**src/rtl/lss_pkg.sv**
```systemverilog
package lss_pkg;

    // Mask of amount bits a lane of lane_bits width honours: 2^ceil(log2(w)) - 1
    function automatic int unsigned amt_mask_for(input int unsigned lane_bits);
        int unsigned nbits;
        nbits = 0;
        for (int k = 0; k < 31; k++) begin
            if ((32'd1 << k) < lane_bits) nbits = k + 1;
        end
        return (32'd1 << nbits) - 1;
    endfunction

endpackage

```
**src/rtl/lss_lane_bounds.sv**
```systemverilog
module lss_lane_bounds #(
    parameter int NSEG  = 3,
    parameter int IDX_W = 2,
    parameter int SEG   = 0
) (
    input  logic [NSEG-2:0]  cut_i,
    output logic [IDX_W-1:0] lo_o,
    output logic [IDX_W-1:0] hi_o
);

    logic open_dn;
    logic open_up;

    // Walk down and up from this segment until an active cut is met
    always_comb begin
        lo_o    = IDX_W'(SEG);
        hi_o    = IDX_W'(SEG);
        open_dn = 1'b1;
        open_up = 1'b1;
        for (int k = SEG; k > 0; k--) begin
            if (open_dn && !cut_i[k-1]) lo_o = IDX_W'(k - 1);
            else                        open_dn = 1'b0;
        end
        for (int k = SEG; k < NSEG - 1; k++) begin
            if (open_up && !cut_i[k]) hi_o = IDX_W'(k + 1);
            else                      open_up = 1'b0;
        end
    end

    // a segment always lies inside its own lane
    always_comb begin
        a_r5_lane_contains_seg: assert (int'(lo_o) <= SEG && int'(hi_o) >= SEG);
    end

endmodule

```
**src/rtl/lss_seg_shift.sv**
```systemverilog
module lss_seg_shift #(
    parameter int DATA_W = 24,
    parameter int SEG_W  = 8,
    parameter int NSEG   = 3,
    parameter int IDX_W  = 2,
    parameter int AMT_W  = 5,
    parameter int SEG    = 0
) (
    input  logic [DATA_W-1:0] word_i,
    input  logic [AMT_W-1:0]  amt_i,
    input  logic [IDX_W-1:0]  lo_i,
    input  logic [IDX_W-1:0]  hi_i,
    output logic [SEG_W-1:0]  slice_o
);

    int unsigned       lane_bits;
    logic [AMT_W-1:0]  amt_m;
    logic [DATA_W-1:0] lane_keep;
    logic [DATA_W-1:0] lane_word;
    logic [DATA_W-1:0] shifted;

    always_comb begin
        lane_bits = (int'(hi_i) - int'(lo_i) + 1) * SEG_W;
        amt_m     = AMT_W'(int'(amt_i) & lss_pkg::amt_mask_for(lane_bits));
        for (int b = 0; b < DATA_W; b++) begin
            lane_keep[b] = (b >= int'(lo_i) * SEG_W) && (b < (int'(hi_i) + 1) * SEG_W);
        end
        // Bits outside the lane are cleared, so nothing from below can enter it
        lane_word = word_i & lane_keep;
        shifted   = lane_word << amt_m;
        slice_o   = shifted[SEG*SEG_W +: SEG_W];
    end

    always_comb begin
        if (amt_m == '0) begin
            a_r7_zero_amt_passes: assert (slice_o == word_i[SEG*SEG_W +: SEG_W]);
        end
        if (int'(lo_i) == SEG && amt_m != '0) begin
            a_r5_zero_fill: assert (slice_o[0] == 1'b0);
        end
    end

endmodule

```
**src/rtl/lane_split_shl.sv**
```systemverilog
module lane_split_shl #(
    parameter int DATA_W = 24,
    parameter int SEG_W  = 8,
    parameter int AMT_W  = 5
) (
    input  logic [DATA_W-1:0]        word_i,
    input  logic [AMT_W-1:0]         amt_i,
    input  logic [DATA_W/SEG_W-2:0]  cut_i,
    output logic [DATA_W-1:0]        word_o
);

    localparam int NSEG  = DATA_W / SEG_W;
    localparam int IDX_W = (NSEG > 1) ? $clog2(NSEG) : 1;

    for (genvar g = 0; g < NSEG; g++) begin : g_seg
        logic [IDX_W-1:0] lo;
        logic [IDX_W-1:0] hi;
        logic [SEG_W-1:0] byte_ref;

        lss_lane_bounds #(
            .NSEG (NSEG),
            .IDX_W(IDX_W),
            .SEG  (g)
        ) u_bounds (
            .cut_i(cut_i),
            .lo_o (lo),
            .hi_o (hi)
        );

        lss_seg_shift #(
            .DATA_W(DATA_W),
            .SEG_W (SEG_W),
            .NSEG  (NSEG),
            .IDX_W (IDX_W),
            .AMT_W (AMT_W),
            .SEG   (g)
        ) u_shift (
            .word_i (word_i),
            .amt_i  (amt_i),
            .lo_i   (lo),
            .hi_i   (hi),
            .slice_o(word_o[g*SEG_W +: SEG_W])
        );

        // with every cut active, each segment is an independent lane
        always_comb begin
            byte_ref = word_i[g*SEG_W +: SEG_W] << (int'(amt_i) & lss_pkg::amt_mask_for(SEG_W));
            if (&cut_i) begin
                a_r4_segment_lanes: assert (word_o[g*SEG_W +: SEG_W] == byte_ref);
            end
        end
    end

    // one full lane with an amount at or past its width clears the word
    always_comb begin
        if (cut_i == '0 && (int'(amt_i) & lss_pkg::amt_mask_for(DATA_W)) >= DATA_W) begin
            a_r6_full_clear: assert (word_o == '0);
        end
    end

endmodule

```
**config.mk**
```make
export PLATFORM = sky130hd
export DESIGN_NAME = lane_split_shl
export DESIGN_NICKNAME = d
export VERILOG_FILES = /design/src/rtl/lss_pkg.sv /design/src/rtl/lss_lane_bounds.sv /design/src/rtl/lss_seg_shift.sv /design/src/rtl/lane_split_shl.sv
export SDC_FILE = /design/constraint.sdc
export NUM_CORES = 1
export LEC_CHECK = 0
export BUFFER_PORTS_ARGS = -buffer_cell sky130_fd_sc_hd__buf_4
export CAP_MARGIN = 25
export CORE_MARGIN = 4
export CORE_UTILIZATION = 52
export DETAILED_ROUTE_END_ITERATION = 8
export PLACE_DENSITY = 0.81
export SYNTH_ARGS = -nofsm -noshare
export SYNTH_HDL_FRONTEND = slang
export SYNTH_SLANG_ARGS = --single-unit
```
**constraint.sdc**
```tcl
create_clock -name vclk -period 4.4
set_input_delay 0.66 -clock vclk [all_inputs]
set_output_delay 0.66 -clock vclk [all_outputs]
set_load 0.005 [all_outputs]
```
* Word level (Yosys, flattened, before mapping)
Cells that the tools add are included.
** Storage, ports and cells
- Output and inout port bits :: 24
- Input bits :: 31
- Word-level logic and storage cells :: 339
- Flip-flop bits (word level) :: 0
** Operators by class
- Bitwise operators :: 6
- Add/subtract/negate cells :: 9
- Reductions and logical operators :: 28
- Shifts and indexed selects :: 6
- Order comparisons :: 189
- Multiplexer cells :: 101
** Operators with widths (number)
- $lt 5x32->1 const A :: 19
- $lt 6x32->1 const A :: 19
- $lt 4x32->1 const A :: 11
- $mux 5 :: 48
- $lt 3x32->1 const A :: 7
- $lt 2x32->1 const A :: 5
- $lt 1x32->1 const A :: 4
- $lt 10x32->1 const A :: 3
- $lt 11x32->1 const A :: 3
- $lt 12x32->1 const A :: 3
- $lt 13x32->1 const A :: 3
- $lt 14x32->1 const A :: 3
- $lt 15x32->1 const A :: 3
- $lt 16x32->1 const A :: 3
- $lt 17x32->1 const A :: 3
- $lt 18x32->1 const A :: 3
- $lt 19x32->1 const A :: 3
- $lt 20x32->1 const A :: 3
- $lt 21x32->1 const A :: 3
- $lt 22x32->1 const A :: 3
- $lt 23x32->1 const A :: 3
- $lt 24x32->1 const A :: 3
- $lt 25x32->1 const A :: 3
- $lt 26x32->1 const A :: 3
- other kinds (36) :: 175

* Logic depth before layout (Yosys ltp)
Gate-level depths: netlist (run 1).
- Depth after elaboration :: 41
- Depth in mapped cells :: 19
- Gate-level depth less buffers :: 15

* Cells and area by module
Synthesis (run 1) repeated with hierarchy kept, for this count alone.
** Second synthesis, totals
- Cells, all modules :: 382
- Area, all modules :: 2864.0 µm²
** By module, submodules not included
- lss_seg_shift (g_seg[2].u_shift) :: seq. area each 0.0 µm², times used 1, area an instance 1372.6 µm², cells an instance 164
- lss_seg_shift (g_seg[1].u_shift) :: seq. area each 0.0 µm², times used 1, area an instance 957.2 µm², cells an instance 138
- lss_seg_shift (g_seg[0].u_shift) :: seq. area each 0.0 µm², times used 1, area an instance 440.4 µm², cells an instance 64
- lss_lane_bounds (g_seg[2].u_bounds) :: seq. area each 0.0 µm², times used 1, area an instance 32.5 µm², cells an instance 6
- lss_lane_bounds (g_seg[0].u_bounds) :: seq. area each 0.0 µm², times used 1, area an instance 31.3 µm², cells an instance 5
- lss_lane_bounds (g_seg[1].u_bounds) :: seq. area each 0.0 µm², times used 1, area an instance 30.0 µm², cells an instance 5

* Least setup slack after synthesis (run 1)
OpenSTA, ideal clock, no wires.
- Kind :: input to output
- Start :: in cut_i[1]
- End :: out word_o[12]
- Required time :: 3740 ps
- Data arrival time :: 3590 ps
- Path buffers :: 3
- Stages :: 15
- Slack :: 150 ps
- Cells stage by stage :: clkbuf_1 -> inv_1 -> ha_1 -> nand2_1 -> ha_1 -> nand3b_1 -> or2_1 -> buf_6 -> ha_1 -> nor2b_1 -> buf_2 -> mux4_2 -> nand2_1 -> nor2_1 -> o311a_1
** On the way
- Word-level cells in the longest chain between the ends :: 39
- Elaborated cells on any way between the ends :: 119
- Those cells by class :: 4 x add/sub; 55 x order compare; 2 x shift; 32 x mux; 2 x bitwise; 24 x reduce/logical
** Ends and longest elaborated chain
- start, declared :: RTL line lane_split_shl.sv:8 : input logic [DATA_W/SEG_W-2:0] cut_i,
- $mux 2 (*) :: RTL line lss_lane_bounds.sv:25 : if (open_up && !cut_i[k]) hi_o = IDX_W'(k + 1);
- $sub 2x1->3 :: RTL line lss_seg_shift.sv:23 : lane_bits = (int'(hi_i) - int'(lo_i) + 1) * SEG_W;
- $add 29x2->29 :: RTL line lss_seg_shift.sv:23
- $lt 1x32->1 :: RTL line lss_pkg.sv:8 : if ((32'd1 << k) < lane_bits) nbits = k + 1;
- $mux 1 :: RTL line lss_pkg.sv:8
- $mux 2 (2 in a row) :: RTL line lss_pkg.sv:8
- $mux 3 (4 in a row) :: RTL line lss_pkg.sv:8
- $mux 4 (8 in a row) :: RTL line lss_pkg.sv:8
- $mux 5 (16 in a row) :: RTL line lss_pkg.sv:8
- $shl 1x5->5 :: RTL line lss_pkg.sv:10 : return (32'd1 << nbits) - 1;
- $sub 5x1->5 :: RTL line lss_pkg.sv:10
- $and 5x5->5 :: RTL line lss_seg_shift.sv:24 : amt_m = AMT_W'(int'(amt_i) & lss_pkg::amt_mask_for(lane_bits));
- $shl 24x5->16 (*) :: RTL line lss_seg_shift.sv:30 : shifted = lane_word << amt_m;
- end, declared :: RTL line lane_split_shl.sv:9 : output logic [DATA_W-1:0] word_o
Mark *: on every way between the ends. The rest lies on a longest branch, timed or not.

* Worst setup path after layout (run 1)
- Start :: in cut_i[1]
- End :: out word_o[13]
Same word-level chain as after synthesis.

==> impl_metrics.sql, run 1 <==
INSERT INTO impl_metrics (metric_group, metric, value, unit) VALUES
('route', 'drc_errors', '0', ''),
('synthesis', 'synth_largest_type_area_fraction', '14.0', '%'),
('run', 'maxcap_viol_count', '0', ''),
('floorplan', 'die-area', '0.00536', 'mm2'),
('global_route', 'grt_start_max_net_pins', '41', ''),
('floorplan', 'design.core.area', '0.00406', 'mm2'),
('final_layout', 'layout_common_cells', '68 x buf_4, 53 x nand2_1, 31 x mux2i_1', ''),
('final_layout', 'clk_buf_instances', '0', ''),
('synthesis', 'post_synth.cell_area_avg', '6.83', 'um2'),
('global_route', 'antenna_found_initial', '0', ''),
('final_layout', 'area_overhead_vs_synth', '21.1', '%'),
('global_route', 'groute.usage.overall', '25.8', '%'),
('sta', 'layout_setup_ws', '0.156', 'ns'),
('critical_path', 'timing.critical_path.from', 'cut_i[1]', ''),
('critical_path', 'critical_path.startpoint_type', 'input pin', ''),
('pwr', 'static_leakage_power', '1.18', 'nW'),
('critical_path', 'timing.critical_path.max_delay_family', 'simple AND/OR/NAND/NOR gates', ''),
('status', 'status', 'completed', ''),
('sta', 'finalWorstPathRequiredPeriod', '4.24', 'ns'),
('global_route', 'globalRouteOverflowTotal', '0', ''),
('final_layout', 'final_layout_size_suffix_gt1_share', '27.3', '%'),
('pwr', 'power.density', '128', 'mW/mm2'),
('sta', 'tightestPinTransition', '0.531', 'ns'),
('critical_path', 'worst_ep_arrival_time', '3.58', 'ns'),
('critical_path', 'timing.critical_path.fanout_max', '6', ''),
('critical_path', 'crit_buf_inv', '5', ''),
('final_layout', 'layout_commonest_cell', 'buf_4', ''),
('sta', 'setup-violations-final', '0', ''),
('final_layout', 'seqCellArea', '0', 'um2'),
('route', 'detailedRoute.firstIterationViolations', '233', ''),
('critical_path', 'cp_cell_sequence', 'buf_4 > inv_1 > ha_4 > nand2_1 > inv_1 > nand2_1 > ha_1 > nand3b_1 > or2_1 > ha_1 > nor2b_2 > buf_6 > mux4_2 > and2_1 > mux2i_1 > a21oi_1 > buf_4', ''),
('floorplan', 'die_height', '73.2', 'um'),
('synthesis', 'post_synth_num_cell_types', '57', ''),
('route', 'detail_route.first_pass.iterations', '6', ''),
('floorplan', 'initial_core_utilization', '54.5', '%'),
('floorplan', 'num_io_pins', '55', ''),
('pwr', 'maximum_vdd_drop', '61.7', 'uV'),
('final_layout', 'fillerInstances', '353', ''),
('floorplan', 'die_w', '73.2', 'um'),
('final_layout', 'antenna_cells_inserted', '0', ''),
('final_layout', 'number_of_nets_at_the_end_of_the_flow', '406', ''),
('critical_path', 'critPathMaxStageDelay', '0.49', 'ns'),
('hold_path', 'worst_hold_path_class', 'input pin to output port', ''),
('floorplan', 'row_count', '23', ''),
('placed_design', 'placement.setup.worst_slack', '0.104', 'ns'),
('critical_path', 'worst_setup_path_end_kind', 'output port', ''),
('sta', 'tns', '0', 'ns'),
('placed_design', 'dp_cells', '410', ''),
('final_layout', 'count_of_placed_standard_cells_in_the_final_layout_fillers_left_out', '413', ''),
('global_route', 'grt_pass1_wl', '11600', 'um'),
('synthesis', 'mappedNetlistArea', '0.00221', 'mm2'),
('synthesis', 'synth-seq-area-share', '0', '%'),
('route', 'routed_wire_length_per_instance', '17.3', 'um'),
('placed_design', 'gp_congestion', '0.907', ''),
('pwr', 'power', '0.000344', 'W'),
('critical_path', 'required_time_at_the_worst_slack_endpoint', '3.74', 'ns'),
('route', 'wl', '7160', 'um'),
('placed_design', 'dpl.hpwl', '5390', 'um'),
('critical_path', 'cp.depth', '17', ''),
('route', 'detailroute.wirelength.met3', '561', 'um'),
('sta', 'slew_violations', '0', ''),
('route', 'm1WireLength', '3070', 'um'),
('hold_path', 'holdPathStages', '4', ''),
('synthesis', 'yosysWarnings', '0', ''),
('critical_path', 'critPathSlowestCell', 'mux4_2', ''),
('placed_design', 'port_buffers', '55', ''),
('route', 'sum_of_met2_wire_segment_lengths_after_detailed_routing', '3380', 'um'),
('sta', 'fin_crit_sh', '96.5', '%'),
('route', 'highest-signal-layer', 'met4', ''),
('route', 'routed_via_density', '6.69', ''),
('synthesis', 'netlist_top_cells_area', 'mux2i_1 14%, mux4_2 10%, nand2_1 9.0%, mux2_2 6.6%, ha_1 5.7%', '');
-- cells by family (layout without fill, tap and decap cells) --
family | after synthesis | in the layout | synth area share [%]
buf+inv | 40 | 79 | 7.69
simple gates | 137 | 137 | 29.2
fa+ha+maj | 10 | 10 | 5.65
xor+xnor | 1 | 1 | 0.396
compound gates | 81 | 81 | 25.3
mux | 55 | 55 | 31.8
-- cells in the mapped netlist (2+ instances only) --
library cell and number:
ha_1 10, nor3b_1 3, nand3_1 16, a22oi_1 2
or3_1 3, and3_1 2, o311a_1 2, o22ai_1 4
o21ai_0 14, nand3b_1 2, clkinv_1 2, a221oi_1 2
mux2_2 13, mux2i_1 31, nor3_1 10, nor2_1 22
nand2_1 53, nand2b_1 5, nor2b_1 8, nand4_1 3
o211ai_1 8, and2_1 4, clkbuf_1 19, a32oi_1 4
mux4_2 10, nor4_1 4, a31oi_1 8, o221ai_1 3
inv_1 6, a21oi_1 16, buf_2 9
-- per-layer routing --
metal | track usage, % | vias to the layer above
met1 | 37.0 | 1279
met3 | 1.52 | 22
met4 | 6.15 | 0
li1 | - | 1301
met2 | 42.2 | 162
met5 | 0 | -
-- stage by stage --
| step | hold WS (ns) | area [um2] | util, % |
|---|---|---|---|
| floorplan | 1.46 | 2210 | - |
| global placement | 1.78 | 2640 | 65.1 |
| detailed placement | 1.78 | 2640 | 65.1 |
| CTS | 1.78 | 2640 | 65.1 |
| global route | 1.83 | 2680 | 66.1 |
| finish | 1.81 | 2680 | 66.1 |
-- area by class of cell --
| cell class | count | area, um2 | share of cell area (%) |
|---|---|---|---|
| Inverter | 9 | 33.8 | 1.26 |
| Multi-Input combinational cell | 284 | 2060 | 76.8 |
| Timing Repair Buffer | 70 | 527 | 19.6 |
| Tap cell | 50 | 62.6 | 2.33 |
-- where the power goes --
part | internal, W | total [W] | switching [W]
sequential | 0 | 0 | 0
clock | 0 | 0 | 0
combinational | 0.000164 | 0.000344 | 0.000181
-- what timing repair did --
action | in CTS | in global routing
setup buffers | 0 | 2
endpoints found under the setup margin | 0 | 5
resized for setup | 0 | 4
-- worst min path at each step --
| stage | slack, ns | start | end |
|---|---|---|---|
| 6_report | 1.81 | cut_i[0] | word_o[14] |
| 5_1_grt | 1.83 | cut_i[0] | word_o[14] |
| 4_1_cts | 1.78 | cut_i[0] | word_o[14] |
| 3_5_place_dp | 1.78 | cut_i[0] | word_o[14] |
| 3_3_place_gp | 1.78 | cut_i[0] | word_o[14] |
| 2_1_floorplan | 1.46 | cut_i[0] | word_o[14] |
Note: power is estimated with default switching activity, not from simulation.
==> inputs of run 2 (changes only) <==
Settings changed: ABC_AREA from default to 1, CORE_UTILIZATION 52 to 53.
==> run 2 against run 1 <==
Via count increased by 19%. Setup slack better by 0.17 ns. Cell count is 41% higher. Combinational power is 3% higher. Maximum frequency grew 4.3%. Core utilization shrank 2.6 points. Critical path depth increased by 2. Non-clock buffer count down 9. First-iteration DRC count grew 63%.
==> impl_metrics.sql, run 2 <==
INSERT INTO impl_metrics (metric_group, metric, value, unit) VALUES
('status', 'status', 'completed', ''),
('floorplan', 'design.core.area', '0.00447', 'mm2'),
('synthesis', 'synthMuxAreaShare', '0.796', '%'),
('pwr', 'seq_power_share', '0', '%'),
('synthesis', 'post-synth-top-count-cell', 'nand2_1', ''),
('synthesis', 'synth_compound_gate_area_share', '18.8', '%'),
('final_layout', 'area_overhead_vs_synth', '12.9', '%'),
('critical_path', 'critical_path_class', 'input pin to output port', ''),
('pwr', 'p_sw_share', '59.6', '%'),
('route', 'postRouteAntennaNets', '0', ''),
('sta', 'setup-violations-final', '0', ''),
('placed_design', 'dp_cells', '584', ''),
('critical_path', 'required_time_at_the_worst_slack_endpoint', '3.74', 'ns'),
('floorplan', 'num_io_pins', '55', ''),
('final_layout', 'count_of_placed_standard_cells_in_the_final_layout_fillers_left_out', '584', ''),
('pwr', 'power.density', '124', 'mW/mm2'),
('synthesis', 'synth-seq-area-share', '0', '%'),
('route', 'detail_route.first_pass.iterations', '6', ''),
('synthesis', 'ys_top_cells_by_count', '151 x nand2_1, 101 x nand3_1, 50 x inv_1, 33 x nor2_1, 32 x o21ai_0', ''),
('critical_path', 'timing.critical_path.fanout_max', '14', ''),
('pwr', 'p_int', '0.000143', 'W'),
('sta', 'fin_crit_sh', '92.5', '%'),
('placed_design', 'dpl.hpwl', '6040', 'um'),
('placed_design', 'placedInstanceArea', '0.00284', 'mm2'),
('critical_path', 'worst_ep_arrival_time', '3.41', 'ns'),
('critical_path', 'critPathMaxStageDelay', '0.39', 'ns'),
('critical_path', 'critPathSlowestCell', 'ha_1', ''),
('floorplan', 'die_height', '76.9', 'um'),
('route', 'route.vias.total', '3278', ''),
('synthesis', 'mappedNetlistArea', '0.00251', 'mm2'),
('synthesis', 'postSynthCellCount', '496', ''),
('pwr', 'power_frac_clock', '0', '%'),
('synthesis', 'netlist.top_cell.by_area', 'nand2_1', ''),
('final_layout', 'fillerInstances', '435', ''),
('hold_path', 'worst_hold_path_class', 'input pin to output port', ''),
('synthesis', 'synth_largest_type_area_fraction', '22.5', '%'),
('final_layout', 'seqCellArea', '0', 'um2'),
('route', 'wl', '7450', 'um'),
('final_layout', 'layout.sequential_cells', '0', ''),
('global_route', 'grt_start_max_net_pins', '38', ''),
('sta', 'tightestPinTransition', '0.620', 'ns'),
('sta', 'setup_repair_after_global_routing_missed_its_margin', 'false', ''),
('critical_path', 'critical_path.startpoint_type', 'input pin', ''),
('clock_tree', 'buffers_inserted_by_post_cts_timing_repair', '0', ''),
('synthesis', 'synth-adder-area-share', '4.98', '%'),
('synthesis', 'yosysWarnings', '0', ''),
('sta', 'timing.final.hold_violations', '0', ''),
('synthesis', 'post_synth.cell_area_avg', '5.07', 'um2'),
('critical_path', 'cp_cell_sequence', 'buf_4 > clkinvlp_4 > ha_1 > nand2_1 > ha_1 > inv_1 > nand3_4 > ha_1 > nor2_4 > inv_1 > o21ai_0 > o21ai_0 > nand2_1 > nand3_1 > nand2_1 > inv_1 > nand2_1 > inv_1 > buf_4', ''),
('sta', 'finalWorstPathRequiredPeriod', '4.07', 'ns'),
('final_layout', 'clk_buf_instances', '0', ''),
('final_layout', 'antenna_cells_inserted', '0', ''),
('floorplan', 'row_count', '24', ''),
('placed_design', 'port_buffers', '55', ''),
('final_layout', 'final_layout_size_suffix_gt1_share', '17.9', '%'),
('placed_design', 'gp_congestion', '0.967', ''),
('final_layout', 'number_of_nets_at_the_end_of_the_flow', '575', ''),
('critical_path', 'worst_setup_path_end_kind', 'output port', ''),
('sta', 'relSlewSlack', '58.5', '%'),
('synthesis', 'dominant_combinational_cell_family_by_area_after_synthesis', 'simple AND/OR/NAND/NOR gates', ''),
('global_route', 'groute.usage.overall', '23.7', '%'),
('synthesis', 'synthSimpleGateAreaFrac', '58.7', '%'),
('clock_tree', 'cts_hold_repair.buffers', '0', ''),
('floorplan', 'die-area', '0.00591', 'mm2'),
('pwr', 'maximum_vdd_drop', '68.7', 'uV'),
('route', 'routed_via_density', '5.61', ''),
('global_route', 'antenna_found_initial', '0', ''),
('final_layout', 'layout_common_cells', '151 x nand2_1, 101 x nand3_1, 61 x buf_4', ''),
('synthesis', 'post_synth_num_cell_types', '34', ''),
('final_layout', 'final_area', '0.00284', 'mm2'),
('sta', 'fmax', '0.246', 'GHz'),
('sta', 'slew_violations', '0', ''),
('global_route', 'grt_pass1_wl', '12100', 'um'),
('run', 'maxcap_viol_count', '0', ''),
('pwr', 'relative_contribution_of_combinational_cells_to_total_power', '100.0', '%'),
('route', 'routed_wire_length_per_instance', '12.8', 'um'),
('final_layout', 'finalCoreUtilization', '63.5', '%'),
('final_layout', 'layout_commonest_cell', 'nand2_1', ''),
('route', 'detailedRoute.firstIterationViolations', '379', ''),
('pwr', 'p_switching', '0.000211', 'W'),
('global_route', 'globalRouteOverflowTotal', '0', ''),
('synthesis', 'netlist_top_cells_area', 'nand2_1 23%, nand3_1 20%, inv_1 7.5%, o21ai_0 6.4%, o211ai_1 5.1%', ''),
('synthesis', 'synth-xor-area-share', '0', '%'),
('floorplan', 'initial_core_utilization', '56.2', '%'),
('synthesis', 'syn-num-nets', '537', ''),
('pwr', 'static_leakage_power', '1.54', 'nW'),
('route', 'drc_errors', '0', ''),
('clock_tree', 'cts_resized', '0', ''),
('floorplan', 'die_w', '76.9', 'um'),
('sta', 'tns', '0', 'ns'),
('global_route', 'vias_in_the_first_global_route', '2686', '');
run 2: cell count changes after synthesis, sizes merged, moves of 13 or more:
cell / previous run / this run
clkbuf: 20 / 1
inv: 7 / 58
mux2i: 32 / 2
mux2: 13 / 0
o21ai: 15 / 50
nand2: 53 / 161
nand3: 16 / 106
nor2: 22 / 37
buf: 11 / 24
run 2: cell families after synthesis:
family / Yosys count
adder cells (fa/ha/maj): 10
AO/OA/AOI/OAI: 82
buffers and inverters: 83
AND/OR/NAND/NOR: 319
multiplexers: 2
run 2: final cells by class:
cell class	count	area (um2)	share of cell area, %
Inverter	58	224	7.89
Timing Repair Buffer	61	458	16.1
Tap cell	52	65.1	2.29
Multi-Input combinational cell	413	2090	73.7
run 2: path summary, 6_finish.rpt:
check | cells after the start | endpoint | startpoint
max | 19 | word_o[15] | cut_i[1]
min | 5 | word_o[7] | amt_i[3]
run 2: stage by stage:
| step | hold WS, ns | power [W] | setup slack [ns] |
|---|---|---|---|
| final | 1.73 | 0.000353 | 0.329 |
| after global routing | 1.77 | 0.000395 | 0.0259 |
| after CTS | 1.73 | 0.000350 | 0.304 |
| after detailed placement | 1.72 | 0.000348 | 0.313 |
| after global placement | 1.73 | 0.000344 | 0.390 |
| after floorplan | 1.49 | 0.000243 | 0.849 |
run 2: critical path, delay by kind of cell:
kind,cells,cell delay (ns)
compound gates,2,0.29
fa+ha+maj,3,0.96
simple gates,7,0.55
buf+inv,7,0.94
run 2: routing by layer:
| metal | track usage [%] | part of all wire [%] | vias to the layer above |
|---|---|---|---|
| met2 | 39.7 | 45 | 140 |
| li1 | - | - | 1715 |
| met4 | 3.99 | 1.7 | 0 |
| met3 | 1.41 | 7.4 | 10 |
| met5 | 0 | 0 | - |
| met1 | 33.7 | 46 | 1413 |
run 2: power by group through the flow:
| stage | logic (W) | clock network, W | registers (W) |
|---|---|---|---|
| after floorplan | 0.000243 | 0 | 0 |
| after global placement | 0.000344 | 0 | 0 |
| after detailed placement | 0.000348 | 0 | 0 |
| after CTS | 0.000350 | 0 | 0 |
| after global routing | 0.000395 | 0 | 0 |
| final | 0.000353 | 0 | 0 |
